File: config.mk
export PLATFORM = sky130hd
export DESIGN_NAME = rectFillGen
export DESIGN_NICKNAME = d
export VERILOG_FILES = /design/src/rtl/rectFillPkg.sv /design/src/rtl/rectFillDatapath.sv /design/src/rtl/rectFillControl.sv /design/src/rtl/rectFillGen.sv
export SDC_FILE = /design/constraint.sdc
export NUM_CORES = 1
export LEC_CHECK = 0
export BUFFER_PORTS_ARGS = -buffer_cell sky130_fd_sc_hd__buf_2
export CORE_MARGIN = 1
export CORE_UTILIZATION = 60
export DETAILED_ROUTE_END_ITERATION = 8
export GPL_TIMING_DRIVEN = 0
export MAX_ROUTING_LAYER = met4
export PLACE_DENSITY = 0.85
export SYNTH_ARGS = -nofsm -noshare
export SYNTH_HDL_FRONTEND = slang
export SYNTH_SLANG_ARGS = --single-unit
File: constraint.sdc
create_clock -name clk -period 6.36 [get_ports clk]
set_input_delay 0.636 -clock clk [delete_from_list [all_inputs] [get_ports clk]]
set_output_delay 0.636 -clock clk [all_outputs]
set_load 0.05 [all_outputs]
File: src/rtl/rectFillPkg.sv
package rectFillPkg;

  typedef struct packed {
    logic load;   // capture configuration, first pixel
    logic step;   // next pixel in the same line
    logic wrap;   // jump to the first pixel of the next line
  } fillStrobes_t;

  typedef enum logic {
    S_IDLE = 1'b0,
    S_RUN  = 1'b1
  } fillState_t;

  function automatic logic [2:0] pixBytes(input logic [2:0] mode);
    case (mode)
      3'd1:                pixBytes = 3'd3;
      3'd2, 3'd3, 3'd4:    pixBytes = 3'd2;
      default:             pixBytes = 3'd4;
    endcase
  endfunction

  function automatic logic [31:0] fillWord(input logic [31:0] color, input logic [2:0] mode);
    case (mode)
      3'd1:                fillWord = {8'h00, color[23:0]};
      3'd2, 3'd3, 3'd4:    fillWord = {16'h0000, color[15:0]};
      default:             fillWord = color;
    endcase
  endfunction

endpackage

File: src/rtl/rectFillDatapath.sv
module rectFillDatapath
  import rectFillPkg::*;
#(
  parameter int ADDR_W  = 32,
  parameter int GAP_W   = 14,
  parameter int PPL_W   = 14,
  parameter int LINES_W = 16
) (
  input  logic               clk,
  input  logic               rstN,
  input  fillStrobes_t       strobes,
  input  logic [ADDR_W-1:0]  cfgAddr,
  input  logic [GAP_W-1:0]   cfgGap,
  input  logic [PPL_W-1:0]   cfgPixPerLine,
  input  logic [LINES_W-1:0] cfgLines,
  input  logic [31:0]        cfgColor,
  input  logic [2:0]         cfgMode,
  output logic               zeroDims,
  output logic               lastPix,
  output logic               lastLine,
  output logic [ADDR_W-1:0]  curAddr,
  output logic [31:0]        curData,
  output logic [2:0]         curSize
);

  localparam int GAPX_W = GAP_W + 3;

  logic [PPL_W-1:0]   pplReg;
  logic [PPL_W-1:0]   pixLeft;
  logic [LINES_W-1:0] linesLeft;
  logic [ADDR_W-1:0]  lineJump;
  logic [GAPX_W-1:0]  gapBytes;
  logic [GAPX_W-1:0]  gapExt;
  logic [ADDR_W-1:0]  sizeExt;

  assign zeroDims = (cfgPixPerLine == '0) || (cfgLines == '0);
  assign lastPix  = (pixLeft == PPL_W'(1));
  assign lastLine = (linesLeft == LINES_W'(1));
  assign gapExt   = GAPX_W'(cfgGap);
  assign sizeExt  = ADDR_W'(curSize);

  // gap in bytes = gap pixels times pixel size (2, 3 or 4)
  always_comb begin
    case (pixBytes(cfgMode))
      3'd3:    gapBytes = (gapExt << 1) + gapExt;
      3'd2:    gapBytes = gapExt << 1;
      default: gapBytes = gapExt << 2;
    endcase
  end

  always_ff @(posedge clk) begin
    if (!rstN) begin
      pplReg    <= '0;
      pixLeft   <= '0;
      linesLeft <= '0;
      lineJump  <= '0;
      curAddr   <= '0;
      curData   <= '0;
      curSize   <= 3'd4;
    end else if (strobes.load) begin
      pplReg    <= cfgPixPerLine;
      pixLeft   <= cfgPixPerLine;
      linesLeft <= cfgLines;
      lineJump  <= ADDR_W'(gapBytes) + ADDR_W'(pixBytes(cfgMode));
      curAddr   <= cfgAddr;
      curData   <= fillWord(cfgColor, cfgMode);
      curSize   <= pixBytes(cfgMode);
    end else if (strobes.wrap) begin
      pixLeft   <= pplReg;
      linesLeft <= linesLeft - LINES_W'(1);
      curAddr   <= curAddr + lineJump;
    end else if (strobes.step) begin
      pixLeft   <= pixLeft - PPL_W'(1);
      curAddr   <= curAddr + sizeExt;
    end
  end

endmodule

File: src/rtl/rectFillControl.sv
module rectFillControl
  import rectFillPkg::*;
(
  input  logic         clk,
  input  logic         rstN,
  input  logic         startPulse,
  input  logic         reqReady,
  input  logic         zeroDims,
  input  logic         lastPix,
  input  logic         lastLine,
  output fillStrobes_t strobes,
  output logic         running,
  output logic         donePulse
);

  fillState_t state;
  logic       accept;
  logic       finish;
  logic       launch;

  assign running = (state == S_RUN);
  assign accept  = running && reqReady;
  assign finish  = accept && lastPix && lastLine;
  assign launch  = (state == S_IDLE) && startPulse;

  always_comb begin
    strobes      = '0;
    strobes.load = launch && !zeroDims;
    strobes.wrap = accept && lastPix && !lastLine;
    strobes.step = accept && !lastPix;
  end

  always_ff @(posedge clk) begin
    if (!rstN) begin
      state     <= S_IDLE;
      donePulse <= 1'b0;
    end else begin
      donePulse <= finish || (launch && zeroDims);
      if (strobes.load)  state <= S_RUN;
      else if (finish)   state <= S_IDLE;
    end
  end

endmodule

File: src/rtl/rectFillGen.sv
module rectFillGen
  import rectFillPkg::*;
#(
  parameter int ADDR_W  = 32,
  parameter int GAP_W   = 14,
  parameter int PPL_W   = 14,
  parameter int LINES_W = 16
) (
  input  logic               clk,
  input  logic               rstN,
  input  logic               startPulse,
  input  logic [ADDR_W-1:0]  cfgAddr,
  input  logic [GAP_W-1:0]   cfgGap,
  input  logic [PPL_W-1:0]   cfgPixPerLine,
  input  logic [LINES_W-1:0] cfgLines,
  input  logic [31:0]        cfgColor,
  input  logic [2:0]         cfgMode,
  output logic               reqValid,
  input  logic               reqReady,
  output logic [ADDR_W-1:0]  reqAddr,
  output logic [31:0]        reqData,
  output logic [2:0]         reqSize,
  output logic               busy,
  output logic               done
);

  fillStrobes_t strobes;
  logic zeroDims;
  logic lastPix;
  logic lastLine;
  logic running;

  rectFillControl u_ctrl (
    .clk        (clk),
    .rstN       (rstN),
    .startPulse (startPulse),
    .reqReady   (reqReady),
    .zeroDims   (zeroDims),
    .lastPix    (lastPix),
    .lastLine   (lastLine),
    .strobes    (strobes),
    .running    (running),
    .donePulse  (done)
  );

  rectFillDatapath #(
    .ADDR_W  (ADDR_W),
    .GAP_W   (GAP_W),
    .PPL_W   (PPL_W),
    .LINES_W (LINES_W)
  ) u_dp (
    .clk           (clk),
    .rstN          (rstN),
    .strobes       (strobes),
    .cfgAddr       (cfgAddr),
    .cfgGap        (cfgGap),
    .cfgPixPerLine (cfgPixPerLine),
    .cfgLines      (cfgLines),
    .cfgColor      (cfgColor),
    .cfgMode       (cfgMode),
    .zeroDims      (zeroDims),
    .lastPix       (lastPix),
    .lastLine      (lastLine),
    .curAddr       (reqAddr),
    .curData       (reqData),
    .curSize       (reqSize)
  );

  assign reqValid = running;
  assign busy     = running;

endmodule

==> results.ini, run 1 <==
[route]
postRouteAntennaNets=0
via_per_inst=6.45
drt_iter0_drc=1064
drc=1
drtPass1Iterations=9
totalWireLength_um=28600
wl_per_cell_um=18.7
vias=9843

[clock_network]
cts_resized=0
clk_path_buf_depth=2
h-tree-depth=4
cts_hold_buf=0
clock-root-buffer=clkbuf_16
clk-insertion-delay-late_ns=0.43
cts_tree=built
cts_setup_buffers=0
clkTransAtPathRegs_ns=0.06
cts_num_sinks=130
cts_buffers=17

[logic_synthesis]
yosysSeqAreaShare=0.307
synth.avg_cell_area_um2=7.50
synth_ff_type=dfxtp_1
synth_area_um2=8480
synthDistinctLibCells=81
yosysTopAreaCell=dfxtp_1
yosysTopAreaCellShare=0.307
synthArstFlopShare=0
yosys-top-cells-count=186 x nand2_1, 130 x dfxtp_1, 127 x a21oi_1
ys_seq_elements=130
synth_cells=1130
yosys-top-cells-area=dfxtp_1 31%, nand2_1 8.2%, a21oi_1 7.5%
ys_warn_count=0
synth_fp_nets=1285
synth_most_common_cell=nand2_1
synth_edf_count=0

[cells_and_area]
final_nets=1487
layout.area.seq_um2=2600
num-fill-cells=1096
drive_gt1_frac=0.192
fin_area_um2=10200
stdcell_count=1526
fin_util=0.741
multi_input_area_um2=5510
syn_to_final_growth_pct=20.8

[placement]
place_area_um2=9620
dpl_worst_slack_ns=1.05
gp_congestion=0.988
io_buffers=183
dp_hpwl_um=20900
placed_cells=1493

[timing]
rsz0062_at_grt=no
fin_worst_skew_ns=0.00609
finalHoldViolCount=0
post-route-min-period_ns=5.53
clock.fmax_ghz=0.181
min_period_over_period=0.869
finalSetupViolations=0
tightest_slew_ns=1.02
slew_headroom=0.317
fin_ws_ns=0.830
final.setup.tns_ns=0
slew_viol_final=0

[min_path]
hold_depth=3
min_from=cfgColor[2]
hold_end=u_dp.curData[2]$_SDFFE_PN0P_
hp-class=input port to register

[global_routing]
grt_pass1_wl_um=44600
grt_pass1_vias=9033
grt_overflow_total=0
grt_usage=0.402
grt_max_degree=17
antenna_found_initial=1

[setup_path]
path_cells=nor4_1, and2b_1, nand2_1, nor3_1, buf_2, clkbuf_1, nand2_1, nand2_1, ha_1, inv_1, fa_1, nor2b_1, o21a_1, o21ai_0, a211oi_1, o21ai_0, and3_1, clkbuf_1, or4_1, a31oi_1
arrival_ns=5.88
r2r_cells=20
rrSetupSlack_ns=0.83
startpoint_type=register
crit_type=register to register
path_max_fanout=10
cpMostUsedCell=nand2_1
worstPathRequired_ns=6.71
slowest_delay_ns=0.51
endpoint_kind=register
r2r_start=u_dp.pixLeft[2]$_SDFFE_PN0P_
cp_slowest_cell=nor4_1
r2r_end=u_dp.curAddr[22]$_SDFFE_PN0P_

[status]
status=finished with violations
violations=DRC

[floorplan]
num_rows=43
fp.coreArea_um2=13800
die_w_um=121
pin_count=185
fp.dieH_um=121
die_area_um2=14600
start_util=0.613

[run]
cap_violations=0

[power]
power_frac_comb=0.245
ir_drop_uv=237
sw_frac_of_total=0.334
seqPwrFrac=0.357
power_frac_clock=0.398
p_int_uw=1730
p_switching_uw=868
p_leak_uw=0.00428
power_density_nw_per_um2=254

## worst max-delay path: cells and delay by family, from the launching register on
family / cells / cell delay (ns)
AO/OA/AOI/OAI: 5 / 1.08
flip-flops: 1 / 0.35
AND/OR/NAND/NOR: 9 / 2.50
buffers and inverters: 4 / 1.00
adder cells (fa/ha/maj): 2 / 0.54
## registers in the layout (all words and copies together), names as in the netlist
| signal | cells |
|---|---|
| u_dp.curSize | 3 |
| u_ctrl.donePulse | 1 |
| u_dp.pixLeft | 14 |
| u_ctrl.running | 1 |
| u_dp.pplReg | 14 |
| u_dp.linesLeft | 16 |
| u_dp.curAddr | 32 |
| u_dp.lineJump | 17 |
| u_dp.curData | 32 |
## power groups by stage
stage          registers [µW]  logic (µW)  clock network (µW)
2_1_floorplan            1030         333                   0
3_3_place_gp              940         607                   0
3_5_place_dp              942         617                   0
4_1_cts                   925         624                1030
5_1_grt                   934         683                1070
6_report                  928         636                1030
## metal layers
metal / vias to the layer above / track usage / share of wire
met5: - / - / 0
met4: 0 / 0.213 / 0.050
met3: 125 / 0.0879 / 0.11
met2: 630 / 0.632 / 0.45
met1: 4537 / 0.481 / 0.40
li1: 4551 / - / -
## placed cells by master (no fill, tap or decap), types with 12 or more instances in the layout
master,count
mux2_2,12
a211oi_1,14
or3_1,13
clkbuf_16,17
buf_2,190
nand3_1,54
o21ai_0,65
clkbuf_1,53
nor3_1,25
xor2_1,13
a31oi_1,17
dfxtp_1,130
o211ai_1,13
nor4_1,18
nand2_1,186
a21oi_1,127
inv_1,22
nor2_1,75
ha_1,37
xnor2_1,18
mux2i_1,15
and2_1,22
## layout make-up
cell class / count / share of cell area
multi-input cells: 907 / 0.537
flip-flops and latches: 130 / 0.254
inverters: 24 / 0.00879
diodes: 1 / 0.000244
repair buffers: 183 / 0.0894
plain buffers: 69 / 0.0276
clock inverters: 11 / 0.0149
clock buffers: 21 / 0.0459
well taps: 180 / 0.0220
## through the flow
step	total power, µW	hold WS [ns]
3_5_place_dp	1560	0.441
5_1_grt	2680	0.445
2_1_floorplan	1370	0.427
6_report	2600	0.435
4_1_cts	2580	0.437
3_3_place_gp	1550	0.435
## worst max-delay path by stage
stage               slack (ns)  cells after the start                           start                            end
floorplan                 2.00                     20  u_dp.linesLeft[6]$_SDFFE_PN0P_  u_dp.curAddr[20]$_SDFFE_PN0P_
global placement          1.19                     20    u_dp.pixLeft[2]$_SDFFE_PN0P_  u_dp.curAddr[24]$_SDFFE_PN0P_
detailed placement        1.05                     20    u_dp.pixLeft[2]$_SDFFE_PN0P_  u_dp.curAddr[22]$_SDFFE_PN0P_
CTS                       0.98                     20    u_dp.pixLeft[2]$_SDFFE_PN0P_  u_dp.curAddr[22]$_SDFFE_PN0P_
global route              0.32                     20    u_dp.pixLeft[2]$_SDFFE_PN0P_  u_dp.curAddr[24]$_SDFFE_PN0P_
finish                    0.83                     20    u_dp.pixLeft[2]$_SDFFE_PN0P_  u_dp.curAddr[22]$_SDFFE_PN0P_
## cell families (layout without fill, tap and decap cells)
group	count (synthesis)	after routing	synth area share
xor+xnor	31	31	0.0320
compound gates	332	332	0.247
buf+inv	93	308	0.0440
simple gates	477	477	0.275
mux	27	27	0.0336
other cells	0	1	0
flops	130	130	0.307
fa+ha+maj	40	40	0.0617
Note: power is estimated with default switching activity, not from simulation.
==> inputs of run 2 (changes only) <==
--- a/config.mk
+++ b/config.mk
@@ -10,7 +10,6 @@
 export CORE_UTILIZATION = 60
 export DETAILED_ROUTE_END_ITERATION = 8
 export GPL_TIMING_DRIVEN = 0
-export MAX_ROUTING_LAYER = met4
 export PLACE_DENSITY = 0.85
 export SYNTH_ARGS = -nofsm -noshare
 export SYNTH_HDL_FRONTEND = slang
==> run 2 against run 1 <==
Net effect:
- the flow now finishes without violations
- sequential power is essentially flat
- combinational power about the same
- critical endpoint unchanged
- worst hold slack improved by 0.0011 ns
- clock skew increased by 0.0050 ns
- final cell count is essentially flat
- highest routed layer unchanged
- largest cell class unchanged
- worst setup slack worse by 0.093 ns
- fmax fell by 1.7%
- core utilization decreased by 0.22 points
- register-to-register slack worse by 0.09 ns
==> results.ini, run 2 (synthesis gave the netlist of run 1 again) <==
[status]
status=finished, final reports clean

[timing]
final.setup.tns_ns=0  ; unchanged
finalHoldViolCount=0  ; unchanged
post-route-min-period_ns=5.62  ; +0.0929 ns
slew_headroom=0.186  ; -0.131
tightest_slew_ns=1.22  ; +0.196 ns
finalSetupViolations=0  ; unchanged
clock.fmax_ghz=0.178  ; -1.7%
rsz0062_at_grt=no
slew_viol_final=0  ; unchanged
fin_worst_skew_ns=0.0110  ; +0.00495 ns
min_period_over_period=0.884  ; +0.0146
fin_ws_ns=0.737  ; -0.0929 ns

[cells_and_area]
final_common_cell=buf_2
fin_area_um2=10200  ; -0.29%
multi_input_area_um2=5510  ; unchanged
layout.area.seq_um2=2600  ; unchanged
syn_to_final_growth_pct=20.5
antenna_cells=0  ; -1
final_cell_mix=190 x buf_2, 186 x nand2_1, 130 x dfxtp_1, 127 x a21oi_1, 75 x nor2_1
drive_gt1_frac=0.193  ; +0.000743
final_nets=1487  ; unchanged
stdcell_count=1525  ; -0.066%
reg.largest.list=u_dp.curAddr (32), u_dp.curData (32), u_dp.lineJump (17)
num-fill-cells=1111  ; +1.4%

[setup_path]
startpoint_type=register
path_max_fanout=10  ; unchanged
r2r_end=u_dp.curAddr[22]$_SDFFE_PN0P_
arrival_ns=5.98  ; +0.10 ns
crit_type=register to register
r2r_start=u_dp.pixLeft[2]$_SDFFE_PN0P_
rrSetupSlack_ns=0.74  ; -0.09 ns
r2r_cells=20  ; unchanged
endpoint_kind=register
worstPathRequired_ns=6.72  ; about the same

[global_routing]
antenna_found_initial=0  ; -1
grt_pass1_wl_um=44500  ; -0.25%
grt_pass1_vias=8912  ; -1.3%
grt_usage=0.389  ; -0.0124
grt_overflow_total=0  ; unchanged
grt_max_degree=17  ; unchanged

[power]
p_int_uw=1670  ; -3.6%
power_frac_clock=0.390  ; -0.008
seqPwrFrac=0.362  ; +0.005
power_frac_comb=0.248  ; +0.003
power_density_nw_per_um2=251  ; -0.94%
p_leak_uw=0.00428  ; about the same
p_switching_uw=898  ; +3.4%
sw_frac_of_total=0.350  ; +0.0158
ir_drop_uv=205  ; -14%

[placement]
dp_hpwl_um=20800  ; -0.23%
io_buffers=183  ; unchanged
gp_congestion=0.943  ; -4.5%
dpl_worst_slack_ns=1.03  ; -0.0183 ns
placed_cells=1493  ; unchanged
place_area_um2=9620  ; unchanged

[clock_network]
cts_buffers=17  ; unchanged
h-tree-depth=4  ; unchanged
clk_path_buf_depth=2  ; unchanged
clkTransAtPathRegs_ns=0.06  ; about the same
clock-root-buffer=clkbuf_16
cts_num_sinks=130  ; unchanged
cts_hold_buf=0  ; unchanged
cts_setup_buffers=0  ; unchanged
clk-insertion-delay-late_ns=0.43  ; about the same
cts_tree=built
cts_resized=0  ; unchanged

[route]
totalWireLength_um=28500  ; -0.29%
postRouteAntennaNets=0  ; unchanged
drt_iter0_drc=1075  ; +1.0%
wl_per_cell_um=18.7  ; -0.22%
vias=9718  ; -1.3%
via_per_inst=6.37  ; -1.2%
drtPass1Iterations=6  ; -3
drc=0  ; -1

[min_path]
hp-class=input port to register
hold_depth=3  ; unchanged
min_from=cfgColor[2]
hold_end=u_dp.curData[2]$_SDFFE_PN0P_

[floorplan]
pin_count=185  ; unchanged
die_w_um=121  ; unchanged
die_area_um2=14600  ; unchanged
num_rows=43  ; unchanged
fp.coreArea_um2=13800  ; unchanged
fp.dieH_um=121  ; unchanged
start_util=0.613  ; unchanged

[run]
cap_violations=0  ; unchanged

run 2: how the worst max path moves through the flow:
stage	start	to	slack (ns)	cells after the start
2_1_floorplan	u_dp.linesLeft[6]$_SDFFE_PN0P_	u_dp.curAddr[20]$_SDFFE_PN0P_	2.00	20
3_3_place_gp	u_dp.pixLeft[2]$_SDFFE_PN0P_	u_dp.curAddr[24]$_SDFFE_PN0P_	1.17	20
3_5_place_dp	u_dp.pixLeft[2]$_SDFFE_PN0P_	u_dp.curAddr[20]$_SDFFE_PN0P_	1.03	20
4_1_cts	u_dp.pixLeft[2]$_SDFFE_PN0P_	u_dp.curAddr[22]$_SDFFE_PN0P_	0.89	20
5_1_grt	u_dp.pixLeft[2]$_SDFFE_PN0P_	u_dp.curAddr[22]$_SDFFE_PN0P_	0.26	20
6_report	u_dp.pixLeft[2]$_SDFFE_PN0P_	u_dp.curAddr[22]$_SDFFE_PN0P_	0.74	20
run 2: layout make-up:
| type | count | area share |
|---|---|---|
| clock buffers | 17 | 0.0416 |
| flip-flops and latches | 130 | 0.255 |
| clock inverters | 15 | 0.0167 |
| inverters | 24 | 0.00882 |
| well taps | 180 | 0.0220 |
| multi-input cells | 907 | 0.539 |
| plain buffers | 69 | 0.0277 |
| repair buffers | 183 | 0.0896 |
run 2: stage by stage:
stage | power, µW | utilization | hold WS, ns
after floorplan | 1370 | - | 0.427
after CTS | 2550 | 0.739 | 0.436
after global placement | 1550 | 0.696 | 0.435
final | 2570 | 0.739 | 0.436
after global routing | 2650 | 0.739 | 0.433
after detailed placement | 1560 | 0.696 | 0.442
run 2: metal layers:
metal  routed length, µm  GRT usage  vias to the layer above
li1                    -          -                     4543
met1               11400      0.485                     4490
met2               12900      0.626                      582
met3                2950     0.0959                      103
met4                1290      0.190                        0
met5                   0          0                        -
run 2: power groups by stage:
stage / sequential, µW / clock [µW] / combinational, µW
2_1_floorplan: 1030 / 0 / 333
4_1_cts: 925 / 997 / 624
6_report: 928 / 1000 / 637
3_3_place_gp: 940 / 0 / 608
5_1_grt: 933 / 1040 / 684
3_5_place_dp: 942 / 0 / 618
run 2: worst max-delay path, cell delays in order, from the launching register on:
cell	delay [ns]
dfxtp_1	0.37
nor4_1	0.53
and2b_1	0.30
nand2_1	0.12
nor3_1	0.47
buf_2	0.35
clkbuf_1	0.38
nand2_1	0.10
nand2_1	0.08
ha_1	0.17
inv_1	0.07
fa_1	0.39
nor2b_1	0.16
o21a_1	0.17
o21ai_0	0.11
a211oi_1	0.51
o21ai_0	0.19
and3_1	0.18
clkbuf_1	0.20
or4_1	0.53
a31oi_1	0.16
==> inputs of run 3 (changes only) <==
--- a/config.mk
+++ b/config.mk
@@ -11,6 +11,7 @@
 export DETAILED_ROUTE_END_ITERATION = 8
 export GPL_TIMING_DRIVEN = 0
 export PLACE_DENSITY = 0.85
+export RECOVER_POWER = 50
 export SYNTH_ARGS = -nofsm -noshare
 export SYNTH_HDL_FRONTEND = slang
 export SYNTH_SLANG_ARGS = --single-unit
==> run 3 against run 2 <==
Net effect:
- combinational power down 1%
- fmax down 0.48%
- die area unchanged
- first-iteration DRC count down 6.7%
- sequential cell count unchanged
- cell area down 0.93%
- worst setup slack worse by 0.027 ns
- critical path type unchanged
- highest routed layer unchanged
==> results.ini, run 3 (synthesis gave the netlist of run 1 again) <==
[placement]
place_area_um2=9620  ; unchanged
placed_cells=1493  ; unchanged
dp_hpwl_um=20800  ; unchanged
io_buffers=183  ; unchanged
gp_congestion=0.943  ; unchanged

[power]
sw_frac_of_total=0.351  ; +0.00119
power_frac_clock=0.391  ; about the same
power_frac_comb=0.246  ; -0.002
p_leak_uw=0.00399  ; -6.6%
seqPwrFrac=0.363  ; about the same
total_power_uw=2560  ; -0.36%
power_density_nw_per_um2=253  ; +0.57%
p_switching_uw=897  ; about the same
ir_drop_uv=204  ; -0.43%
p_int_uw=1660  ; -0.55%

[route]
postRouteAntennaNets=0  ; unchanged
via_per_inst=6.43  ; +0.84%
wl_per_cell_um=18.7  ; about the same
vias=9800  ; +0.84%
drt_iter0_drc=1003  ; -6.7%
drc=0  ; unchanged
drtPass1Iterations=6  ; unchanged
totalWireLength_um=28500  ; about the same

[cells_and_area]
final_cell_mix=186 x nand2_1, 130 x dfxtp_1, 127 x clkbuf_1, 127 x a21oi_1, 118 x buf_2
num-fill-cells=1154  ; +3.9%
final_nets=1487  ; unchanged
final_common_cell=nand2_1
syn_to_final_growth_pct=19.4
reg.largest.list=u_dp.curAddr (32), u_dp.curData (32), u_dp.lineJump (17)
antenna_cells=0  ; unchanged
drive_gt1_frac=0.138  ; -0.0543
stdcell_count=1525  ; unchanged
fin_area_um2=10100  ; -0.93%

[setup_path]
arrival_ns=6.00  ; +0.02 ns
r2r_end=u_dp.curAddr[22]$_SDFFE_PN0P_
endpoint_kind=register
worstPathRequired_ns=6.71  ; about the same
r2r_start=u_dp.linesLeft[6]$_SDFFE_PN0P_
startpoint_type=register
crit_type=register to register
r2r_cells=20  ; unchanged
path_max_fanout=10  ; unchanged
rrSetupSlack_ns=0.71  ; -0.03 ns

[floorplan]
fp.dieH_um=121  ; unchanged
die_area_um2=14600  ; unchanged
fp.coreArea_um2=13800  ; unchanged
pin_count=185  ; unchanged
die_w_um=121  ; unchanged
start_util=0.613  ; unchanged
num_rows=43  ; unchanged

[timing]
whs_ns=0.438  ; +0.00162 ns
final.setup.tns_ns=0  ; unchanged
finalSetupViolations=0  ; unchanged
post-route-min-period_ns=5.65  ; +0.0271 ns
slew_headroom=0.207  ; +0.0209
min_period_over_period=0.888  ; +0.00426
finalHoldViolCount=0  ; unchanged
rsz0062_at_grt=no
tightest_slew_ns=1.19  ; -0.0313 ns
fin_worst_skew_ns=0.0112  ; +0.000112 ns
slew_viol_final=0  ; unchanged
clock.fmax_ghz=0.177  ; -0.48%

[clock_network]
cts_setup_buffers=0  ; unchanged
cts_num_sinks=130  ; unchanged
cts_tree=built
cts_resized=0  ; unchanged
clk_path_buf_depth=2  ; unchanged
h-tree-depth=4  ; unchanged
clkTransAtPathRegs_ns=0.06  ; about the same
cts_buffers=17  ; unchanged
clk-insertion-delay-late_ns=0.43  ; about the same
cts_hold_buf=0  ; unchanged
clock-root-buffer=clkbuf_16

[min_path]
hp-class=input port to register
hold_end=u_dp.curData[2]$_SDFFE_PN0P_
min_from=cfgColor[2]
hold_depth=3  ; unchanged

[run]
cap_violations=0  ; unchanged

[status]
status=finished, final reports clean

[global_routing]
grt_pass1_vias=8912  ; unchanged
grt_pass1_wl_um=44500  ; unchanged
grt_usage=0.389  ; unchanged
grt_overflow_total=0  ; unchanged
antenna_found_initial=0  ; unchanged
grt_max_degree=17  ; unchanged

run 3: cell types whose count changed in the layout (fill, tap and decap cells not counted):
cell / change
buf_1: -3
nor3b_1: +1
nor3b_2: -1
clkbuf_1: +75
buf_2: -72
run 3: layout make-up:
class                      count  area [µm²]  area share
inverter                      24        90.1     0.00890
buffer                        69         282      0.0278
clock buffer                  17         425      0.0420
sequential                   130        2600       0.257
timing repair buffer         183         827      0.0817
multi-input combinational    907        5500       0.543
clock inverter                15         170      0.0168
tap                          180         225      0.0222
run 3: worst max path at each step:
stage                                   start                             to  slack [ns]  cells after the start
2_1_floorplan  u_dp.linesLeft[6]$_SDFFE_PN0P_  u_dp.curAddr[20]$_SDFFE_PN0P_        2.00                     20
4_1_cts          u_dp.pixLeft[2]$_SDFFE_PN0P_  u_dp.curAddr[22]$_SDFFE_PN0P_        0.89                     20
3_3_place_gp     u_dp.pixLeft[2]$_SDFFE_PN0P_  u_dp.curAddr[24]$_SDFFE_PN0P_        1.17                     20
5_1_grt          u_dp.pixLeft[2]$_SDFFE_PN0P_  u_dp.curAddr[22]$_SDFFE_PN0P_        0.26                     20
3_5_place_dp     u_dp.pixLeft[2]$_SDFFE_PN0P_  u_dp.curAddr[20]$_SDFFE_PN0P_        1.03                     20
6_report       u_dp.linesLeft[6]$_SDFFE_PN0P_  u_dp.curAddr[22]$_SDFFE_PN0P_        0.71                     20
run 3: metrics by stage:
stage	util	setup slack [ns]
floorplan	-	2.00
global route	0.732	0.260
global placement	0.696	1.17
finish	0.732	0.710
detailed placement	0.696	1.03
CTS	0.739	0.895
run 3: routing by layer:
layer / vias up / part of all wire / global-route usage
met5: - / 0 / 0
met4: 0 / 0.045 / 0.190
met3: 113 / 0.11 / 0.0959
met2: 597 / 0.45 / 0.626
met1: 4541 / 0.39 / 0.485
li1: 4549 / - / -
run 3: power groups by stage:
stage / sequential, µW / combinational (µW) / clock (µW)
after floorplan: 1030 / 333 / 0
after global placement: 940 / 608 / 0
after detailed placement: 942 / 618 / 0
after CTS: 925 / 624 / 997
after global routing: 934 / 675 / 1040
final: 928 / 628 / 1000
run 3: critical path: stages, from the launching register on:
cell and delay, ns:
dfxtp_1 0.38, or4_1 0.61, nor3b_1 0.45, and2_1 0.24, or3_1 0.12, buf_2 0.28, clkbuf_1 0.46, nand2_1 0.12
nand2_1 0.10, ha_1 0.17, inv_1 0.07, fa_1 0.39, nor2b_1 0.16, o21a_1 0.17, o21ai_0 0.11, a211oi_1 0.49
o21ai_0 0.19, and3_1 0.18, clkbuf_1 0.20, or4_1 0.53, a31oi_1 0.16
